$ cat src/rtl/bytelogic_pkg.sv
package bytelogic_pkg;

  localparam int SRC_W = 4;

  typedef enum logic [1:0] {
    OP_AND = 2'd0,
    OP_XOR = 2'd1,
    OP_OR  = 2'd2,
    OP_CMP = 2'd3
  } aluOp_t;

  localparam logic [SRC_W-1:0] SRC_A   = 4'd0;
  localparam logic [SRC_W-1:0] SRC_B   = 4'd1;
  localparam logic [SRC_W-1:0] SRC_C   = 4'd2;
  localparam logic [SRC_W-1:0] SRC_D   = 4'd3;
  localparam logic [SRC_W-1:0] SRC_E   = 4'd4;
  localparam logic [SRC_W-1:0] SRC_H   = 4'd5;
  localparam logic [SRC_W-1:0] SRC_L   = 4'd6;
  localparam logic [SRC_W-1:0] SRC_IMM = 4'd7;
  localparam logic [SRC_W-1:0] SRC_MEM = 4'd8;

  localparam int FLAG_Z = 7;
  localparam int FLAG_N = 6;
  localparam int FLAG_H = 5;
  localparam int FLAG_C = 4;

  typedef struct packed {
    logic latch;       // capture op and accumulator for a fetch
    logic commit;      // register a new result this cycle
    logic useFetched;  // compute from captured values and rdData
  } ctrlStrobes_t;

endpackage

$ cat src/rtl/bytelogic_ctrl.sv
module bytelogic_ctrl
  import bytelogic_pkg::*;
(
  input  logic             clk,
  input  logic             rstN,
  input  logic             start,
  input  logic [SRC_W-1:0] srcSel,
  output ctrlStrobes_t     strobes,
  output logic             rdReq
);

  typedef enum logic {ST_IDLE, ST_FETCH} ctrlState_t;

  ctrlState_t state, nextState;
  logic needsFetch;

  assign needsFetch = (srcSel == SRC_IMM) || (srcSel == SRC_MEM);

  always_comb begin
    strobes   = '0;
    rdReq     = 1'b0;
    nextState = state;
    case (state)
      ST_IDLE: begin
        if (start) begin
          if (needsFetch) begin
            strobes.latch = 1'b1;
            rdReq         = 1'b1;
            nextState     = ST_FETCH;
          end else begin
            strobes.commit = 1'b1;
          end
        end
      end
      ST_FETCH: begin
        strobes.commit     = 1'b1;
        strobes.useFetched = 1'b1;
        nextState          = ST_IDLE;
      end
      default: nextState = ST_IDLE;
    endcase
  end

  always_ff @(posedge clk) begin
    if (!rstN) state <= ST_IDLE;
    else       state <= nextState;
  end

  AST_FETCH_COMMITS: assert property (@(posedge clk) disable iff (!rstN)
    rdReq |=> (strobes.commit && strobes.useFetched));
  AST_BUSY_NO_LATCH: assert property (@(posedge clk) disable iff (!rstN)
    (state == ST_FETCH) |-> (!strobes.latch && !rdReq));

endmodule

$ cat src/rtl/bytelogic_dp.sv
module bytelogic_dp
  import bytelogic_pkg::*;
#(
  parameter int DATA_W = 8
) (
  input  logic                clk,
  input  logic                rstN,
  input  ctrlStrobes_t        strobes,
  input  logic [1:0]          opSel,
  input  logic [SRC_W-1:0]    srcSel,
  input  logic [DATA_W-1:0]   regA,
  input  logic [DATA_W-1:0]   regB,
  input  logic [DATA_W-1:0]   regC,
  input  logic [DATA_W-1:0]   regD,
  input  logic [DATA_W-1:0]   regE,
  input  logic [DATA_W-1:0]   regH,
  input  logic [DATA_W-1:0]   regL,
  input  logic [2*DATA_W-1:0] pcIn,
  input  logic [DATA_W-1:0]   rdData,
  output logic [2*DATA_W-1:0] rdAddr,
  output logic [DATA_W-1:0]   accOut,
  output logic [7:0]          flagsOut,
  output logic                done
);

  localparam int HALF_W = DATA_W / 2;

  aluOp_t            opQ, curOp;
  logic [DATA_W-1:0] accQ, curA, curB, liveOperand;
  logic [DATA_W-1:0] nextAcc;
  logic [7:0]        nextFlags;
  logic [DATA_W:0]   diff;
  logic              halfBorrow;

  always_comb begin
    case (srcSel)
      SRC_B:   liveOperand = regB;
      SRC_C:   liveOperand = regC;
      SRC_D:   liveOperand = regD;
      SRC_E:   liveOperand = regE;
      SRC_H:   liveOperand = regH;
      SRC_L:   liveOperand = regL;
      default: liveOperand = regA;
    endcase
  end

  assign rdAddr = (srcSel == SRC_MEM) ? {regH, regL} : pcIn;

  always_ff @(posedge clk) begin
    if (!rstN) begin
      opQ  <= OP_AND;
      accQ <= '0;
    end else if (strobes.latch) begin
      opQ  <= aluOp_t'(opSel);
      accQ <= regA;
    end
  end

  assign curOp = strobes.useFetched ? opQ  : aluOp_t'(opSel);
  assign curA  = strobes.useFetched ? accQ : regA;
  assign curB  = strobes.useFetched ? rdData : liveOperand;

  assign diff       = {1'b0, curA} - {1'b0, curB};
  assign halfBorrow = curB[HALF_W-1:0] > curA[HALF_W-1:0];

  always_comb begin
    nextFlags = '0;
    case (curOp)
      OP_AND: begin
        nextAcc           = curA & curB;
        nextFlags[FLAG_H] = 1'b1;
      end
      OP_XOR: nextAcc = curA ^ curB;
      OP_OR:  nextAcc = curA | curB;
      default: begin
        nextAcc           = curA;
        nextFlags[FLAG_N] = 1'b1;
        nextFlags[FLAG_H] = halfBorrow;
        nextFlags[FLAG_C] = diff[DATA_W];
      end
    endcase
    if (curOp == OP_CMP) nextFlags[FLAG_Z] = (diff[DATA_W-1:0] == '0);
    else                 nextFlags[FLAG_Z] = (nextAcc == '0);
  end

  always_ff @(posedge clk) begin
    if (!rstN) begin
      accOut   <= '0;
      flagsOut <= '0;
      done     <= 1'b0;
    end else begin
      done <= strobes.commit;
      if (strobes.commit) begin
        accOut   <= nextAcc;
        flagsOut <= nextFlags;
      end
    end
  end

  AST_AND_FLAGS: assert property (@(posedge clk) disable iff (!rstN)
    (strobes.commit && curOp == OP_AND) |=>
      (flagsOut[FLAG_H] && !flagsOut[FLAG_N] && !flagsOut[FLAG_C]));
  AST_LOGIC_ZERO: assert property (@(posedge clk) disable iff (!rstN)
    (strobes.commit && curOp != OP_CMP) |=> (flagsOut[FLAG_Z] == (accOut == '0)));
  AST_XOR_OR_CLEAR: assert property (@(posedge clk) disable iff (!rstN)
    (strobes.commit && (curOp == OP_XOR || curOp == OP_OR)) |=>
      (flagsOut[6:4] == 3'b000));
  AST_CMP_KEEPS_A: assert property (@(posedge clk) disable iff (!rstN)
    (strobes.commit && curOp == OP_CMP) |=>
      (flagsOut[FLAG_N] && accOut == $past(curA)));
  AST_LOW_BITS_ZERO: assert property (@(posedge clk) disable iff (!rstN)
    flagsOut[3:0] == 4'h0);
  AST_HOLD: assert property (@(posedge clk) disable iff (!rstN)
    !strobes.commit |=> ($stable(accOut) && $stable(flagsOut) && !done));

endmodule

$ cat src/rtl/bytelogic_alu.sv
module bytelogic_alu
  import bytelogic_pkg::*;
#(
  parameter int DATA_W = 8
) (
  input  logic                clk,
  input  logic                rstN,
  input  logic                start,
  input  logic [1:0]          opSel,
  input  logic [3:0]          srcSel,
  input  logic [DATA_W-1:0]   regA,
  input  logic [DATA_W-1:0]   regB,
  input  logic [DATA_W-1:0]   regC,
  input  logic [DATA_W-1:0]   regD,
  input  logic [DATA_W-1:0]   regE,
  input  logic [DATA_W-1:0]   regH,
  input  logic [DATA_W-1:0]   regL,
  input  logic [2*DATA_W-1:0] pcIn,
  output logic                rdReq,
  output logic [2*DATA_W-1:0] rdAddr,
  input  logic [DATA_W-1:0]   rdData,
  output logic [DATA_W-1:0]   accOut,
  output logic [7:0]          flagsOut,
  output logic                done
);

  ctrlStrobes_t strobes;

  bytelogic_ctrl uCtrl (
    .clk     (clk),
    .rstN    (rstN),
    .start   (start),
    .srcSel  (srcSel),
    .strobes (strobes),
    .rdReq   (rdReq)
  );

  bytelogic_dp #(.DATA_W(DATA_W)) uDp (
    .clk      (clk),
    .rstN     (rstN),
    .strobes  (strobes),
    .opSel    (opSel),
    .srcSel   (srcSel),
    .regA     (regA),
    .regB     (regB),
    .regC     (regC),
    .regD     (regD),
    .regE     (regE),
    .regH     (regH),
    .regL     (regL),
    .pcIn     (pcIn),
    .rdData   (rdData),
    .rdAddr   (rdAddr),
    .accOut   (accOut),
    .flagsOut (flagsOut),
    .done     (done)
  );

  AST_REG_SRC_DONE: assert property (@(posedge clk) disable iff (!rstN)
    (start && !rdReq && srcSel < 4'd7 && !$past(rdReq)) |=> done);

endmodule

$ cat config.mk
export PLATFORM = sky130hd
export DESIGN_NAME = bytelogic_alu
export DESIGN_NICKNAME = d
export VERILOG_FILES = /design/src/rtl/bytelogic_pkg.sv /design/src/rtl/bytelogic_ctrl.sv /design/src/rtl/bytelogic_dp.sv /design/src/rtl/bytelogic_alu.sv
export SDC_FILE = /design/constraint.sdc
export NUM_CORES = 1
export LEC_CHECK = 0
export ABC_AREA = 0
export BUFFER_PORTS_ARGS = -buffer_cell sky130_fd_sc_hd__buf_4
export CAP_MARGIN = 0
export CORE_MARGIN = 8
export CORE_UTILIZATION = 54
export DETAILED_ROUTE_END_ITERATION = 6
export GPL_ROUTABILITY_DRIVEN = 0
export PLACE_DENSITY_LB_ADDON = 0.25
export SYNTH_ARGS = -nofsm -noshare
export SYNTH_HDL_FRONTEND = slang
export SYNTH_HIERARCHICAL = 1
export SYNTH_SLANG_ARGS = --single-unit
$ cat constraint.sdc
create_clock -name clk -period 5.8 [get_ports clk]
set_input_delay 1.16 -clock clk [delete_from_list [all_inputs] [get_ports clk]]
set_output_delay 1.16 -clock clk [all_outputs]
set_load 0.01 [all_outputs]
==> impl_metrics.yaml <==
status:
  status: "finished clean"
logic_synthesis:
  yosysSeqAreaShare_pct: 16.0
  synth_commonest_cells: "mux2_2 (32), mux2i_1 (29), ha_1 (27), nor2b_1 (25), dfxtp_1 (24)"
  yosys.area_share.simple_pct: 18.4
  synth-xor-area-share_pct: 0.583
  synth_edf_count: 0
  yosys.area.top_type: "dfxtp_1"
  yosysTopAreaCellShare_pct: 16.0
  syn_inst: 353
  synth-compound-area-share_pct: 22.1
  synth-adder-area-share_pct: 11.9
  ys_ff_latch: 24
  synth_top_family_by_area: "multiplexers"
  syn_avg_cell_area_um2: 8.51
  yosys_warnings: 6
  synth_area_leaders: "dfxtp_1 (16%), mux2_2 (12%), ha_1 (11%), mux2i_1 (9.7%), nor2b_1 (5.2%)"
  muxShareOfSynthArea_pct: 23.4
  synth-main-ff-cell: "dfxtp_1"
  synthMostInstantiatedCell: "mux2_2"
  synth.cell_area_mm2: 0.00300
  synth_cell_type_count: 65
  async_reset_ff_share_pct: 0
critical_path:
  crit_type: "input pin to register"
  crit_path_top_delay_cell: "or3_1"
  r2r_cells: 10
  r2r_end: "uDp/flagsOut[7]"
  worst_ep_required_time_ns: 6.00
  regToRegSetupSlack_ns: 2.26
  crit_chain: "buf_4 -> and3_1 -> or3_1 -> a21oi_1 -> o21ai_0 -> mux2_2 -> ha_1 -> a21o_1 -> a21oi_1 -> nor2_1 -> o22ai_1 -> o2111a_1 -> a211oi_2 -> o31ai_2"
  arrival_ns: 4.39
  path_max_fanout: 25
  reg2reg_from: "uCtrl/state"
  cp-end-kind: "register"
  cpPeakStageDelay_ns: 0.50
  start_kind: "input pin"
  worst_path_most_repeated_cell: "a21oi_1"
sta:
  finalHoldViolations: 0
  post-route-min-period_ns: 4.19
  rsz0062_at_grt: "no"
  setup_viol: 0
  tightest_slew_ns: 0.904
  maxSlewHeadroom_pct: 39.7
  setup_tns_ns: 0
  fin_skew_ns: 0.00220
  fin_crit_sh_pct: 72.3
  drv_slew: 0
  fmax_mhz: 238
detailed_routing:
  drcViolationCount: 0
  wl_um: 10300
  wl_per_cell_um: 19.5
  num_vias: 3199
  first_iter_violations: 219
  antenna_left: 0
  dr.pass1.iters: 5
  viasPerCell: 6.07
job:
  max-cap-violations: 0
clock_network:
  post-cts-setup-buffer-count: 0
  cts_tree: "done"
  cts.reportedPaths.clkPinSlew_ns: 0.09
  cts_resized: 0
  h-tree-depth: 1
  cts_sinks: 24
  hold_buffers: 0
  root_buffer: "clkbuf_8"
  cts_buffers: 3
  clk_latency_ns: 0.28
  clock_tree.buffer_depth: 2
final_layout:
  fin_cells: 527
  syn_to_final_growth_pct: 31.2
  final_cell_area_mm2: 0.00394
  antennaDiodeCount: 0
  postLayoutCoreUtil_pct: 72.5
  drive_gt1_share_pct: 38.7
  fin_nets: 573
  final.fill_count: 430
placement:
  hpwl_um: 8050
  place_area_mm2: 0.00387
  dp_cells: 523
  io_buffers: 118
pwr:
  p_leak_uw: 0.00178
  power_density_mw_per_mm2: 159
  power.total_uw: 626
  irDropWorstVdd_mv: 0.132
die:
  die_area_mm2: 0.00821
  die_x_um: 90.6
  start_util_pct: 55.2
  fp.dieH_um: 90.6
  io_pins: 123
  coreArea_mm2: 0.00544
  rows: 27
min_path:
  hp-start: "uDp/accOut[6]"
  hold_class: "register to register"
  whs_path_depth: 1
  min_to: "uDp/accOut[6]"
global_route:
  grt_overflow: 0
  antenna_found_initial: 0
  grtUsageTotal_pct: 23.2
  grt_pass1_wl_um: 15900
  grt_max_degree: 27
  grt_pass1_vias: 3152
## stage by stage
step | hold WS, ns | setup slack (ns)
finish | 0.490 | 1.61
global route | 0.506 | 1.49
CTS | 0.493 | 1.73
detailed placement | 0.473 | 1.46
global placement | 0.466 | 1.66
floorplan | 0.477 | 1.88
## power breakdown
group          leakage, µW  switching, µW  internal (µW)
Clock            0.0000357           60.8           92.5
Combinational      0.00155            148            145
Sequential        0.000196           6.09            174
Total              0.00178            215            412
## flip-flops by register name, indices dropped and copies added (netlist names)
| register | count |
|---|---|
| uDp/done | 1 |
| uDp/accOut | 8 |
| uDp/flagsOut | 4 |
| uCtrl/state | 1 |
| uDp/accQ | 8 |
| uDp/opQ | 2 |
## how the worst max path moves through the flow
stage	start	end	slack, ns	cells past startpoint
after CTS	srcSel[2]	uDp/flagsOut[7]	1.73	14
after detailed placement	srcSel[2]	uDp/flagsOut[7]	1.46	14
final	srcSel[2]	uDp/flagsOut[7]	1.61	14
after floorplan	srcSel[0]	uDp/flagsOut[7]	1.88	15
after global routing	srcSel[2]	uDp/flagsOut[7]	1.49	14
after global placement	srcSel[2]	uDp/flagsOut[7]	1.66	14
## cell families (layout without fill, tap and decap cells)
family                     Yosys count  count (layout)
and+or+nand+nor                     95              95
AOI/OAI and AO/OA                   92              92
muxes                               64              64
buffers and inverters               47             146
adders and majority gates           28              28
DFF                                 24              24
xor gates and xnor gates             2               2
other                                1               4
## metal layers
layer / up-vias / wire length (µm) / track usage (%)
met1: 1502 / 4060 / 26.0
met5: - / 0 / 0
met3: 27 / 922 / 5.49
met2: 185 / 5020 / 41.6
met4: 0 / 249 / 8.04
li1: 1485 / - / -
## worst max-delay path: cells and delay by family
| kind | cells | cell delay [ns] |
|---|---|---|
| compound gates | 8 | 1.58 |
| mux | 1 | 0.29 |
| fa+ha+maj | 1 | 0.37 |
| simple gates | 3 | 0.78 |
| buf+inv | 1 | 0.20 |
## cell type report
| type | instances | area (µm²) | area share (%) |
|---|---|---|---|
| tap | 72 | 90.1 | 2.28 |
| multi-input combinational | 285 | 2310 | 58.6 |
| sequential | 24 | 480 | 12.2 |
| clock buffer | 3 | 41.3 | 1.05 |
| timing repair buffer | 122 | 916 | 23.2 |
| clock inverter | 1 | 30.0 | 0.762 |
| inverter | 20 | 75.1 | 1.90 |
## cells in the final DEF, fill, tap and decap left out, types with 4 or more instances in the layout
cell type / count
o211ai_1: 8
o211a_1: 5
mux2_2: 32
mux2i_1: 29
nor3_1: 7
dfxtp_1: 24
o21ai_0: 17
and3_1: 4
o21a_1: 4
a21oi_1: 12
a31oi_1: 6
nand3_1: 4
a211oi_1: 5
nand2_1: 21
buf_4: 122
ha_1: 27
inv_1: 19
nor2b_1: 25
conb_1: 4
nor2_1: 14
a22oi_1: 9
No activity file was read; power rests on OpenSTA's default activity.
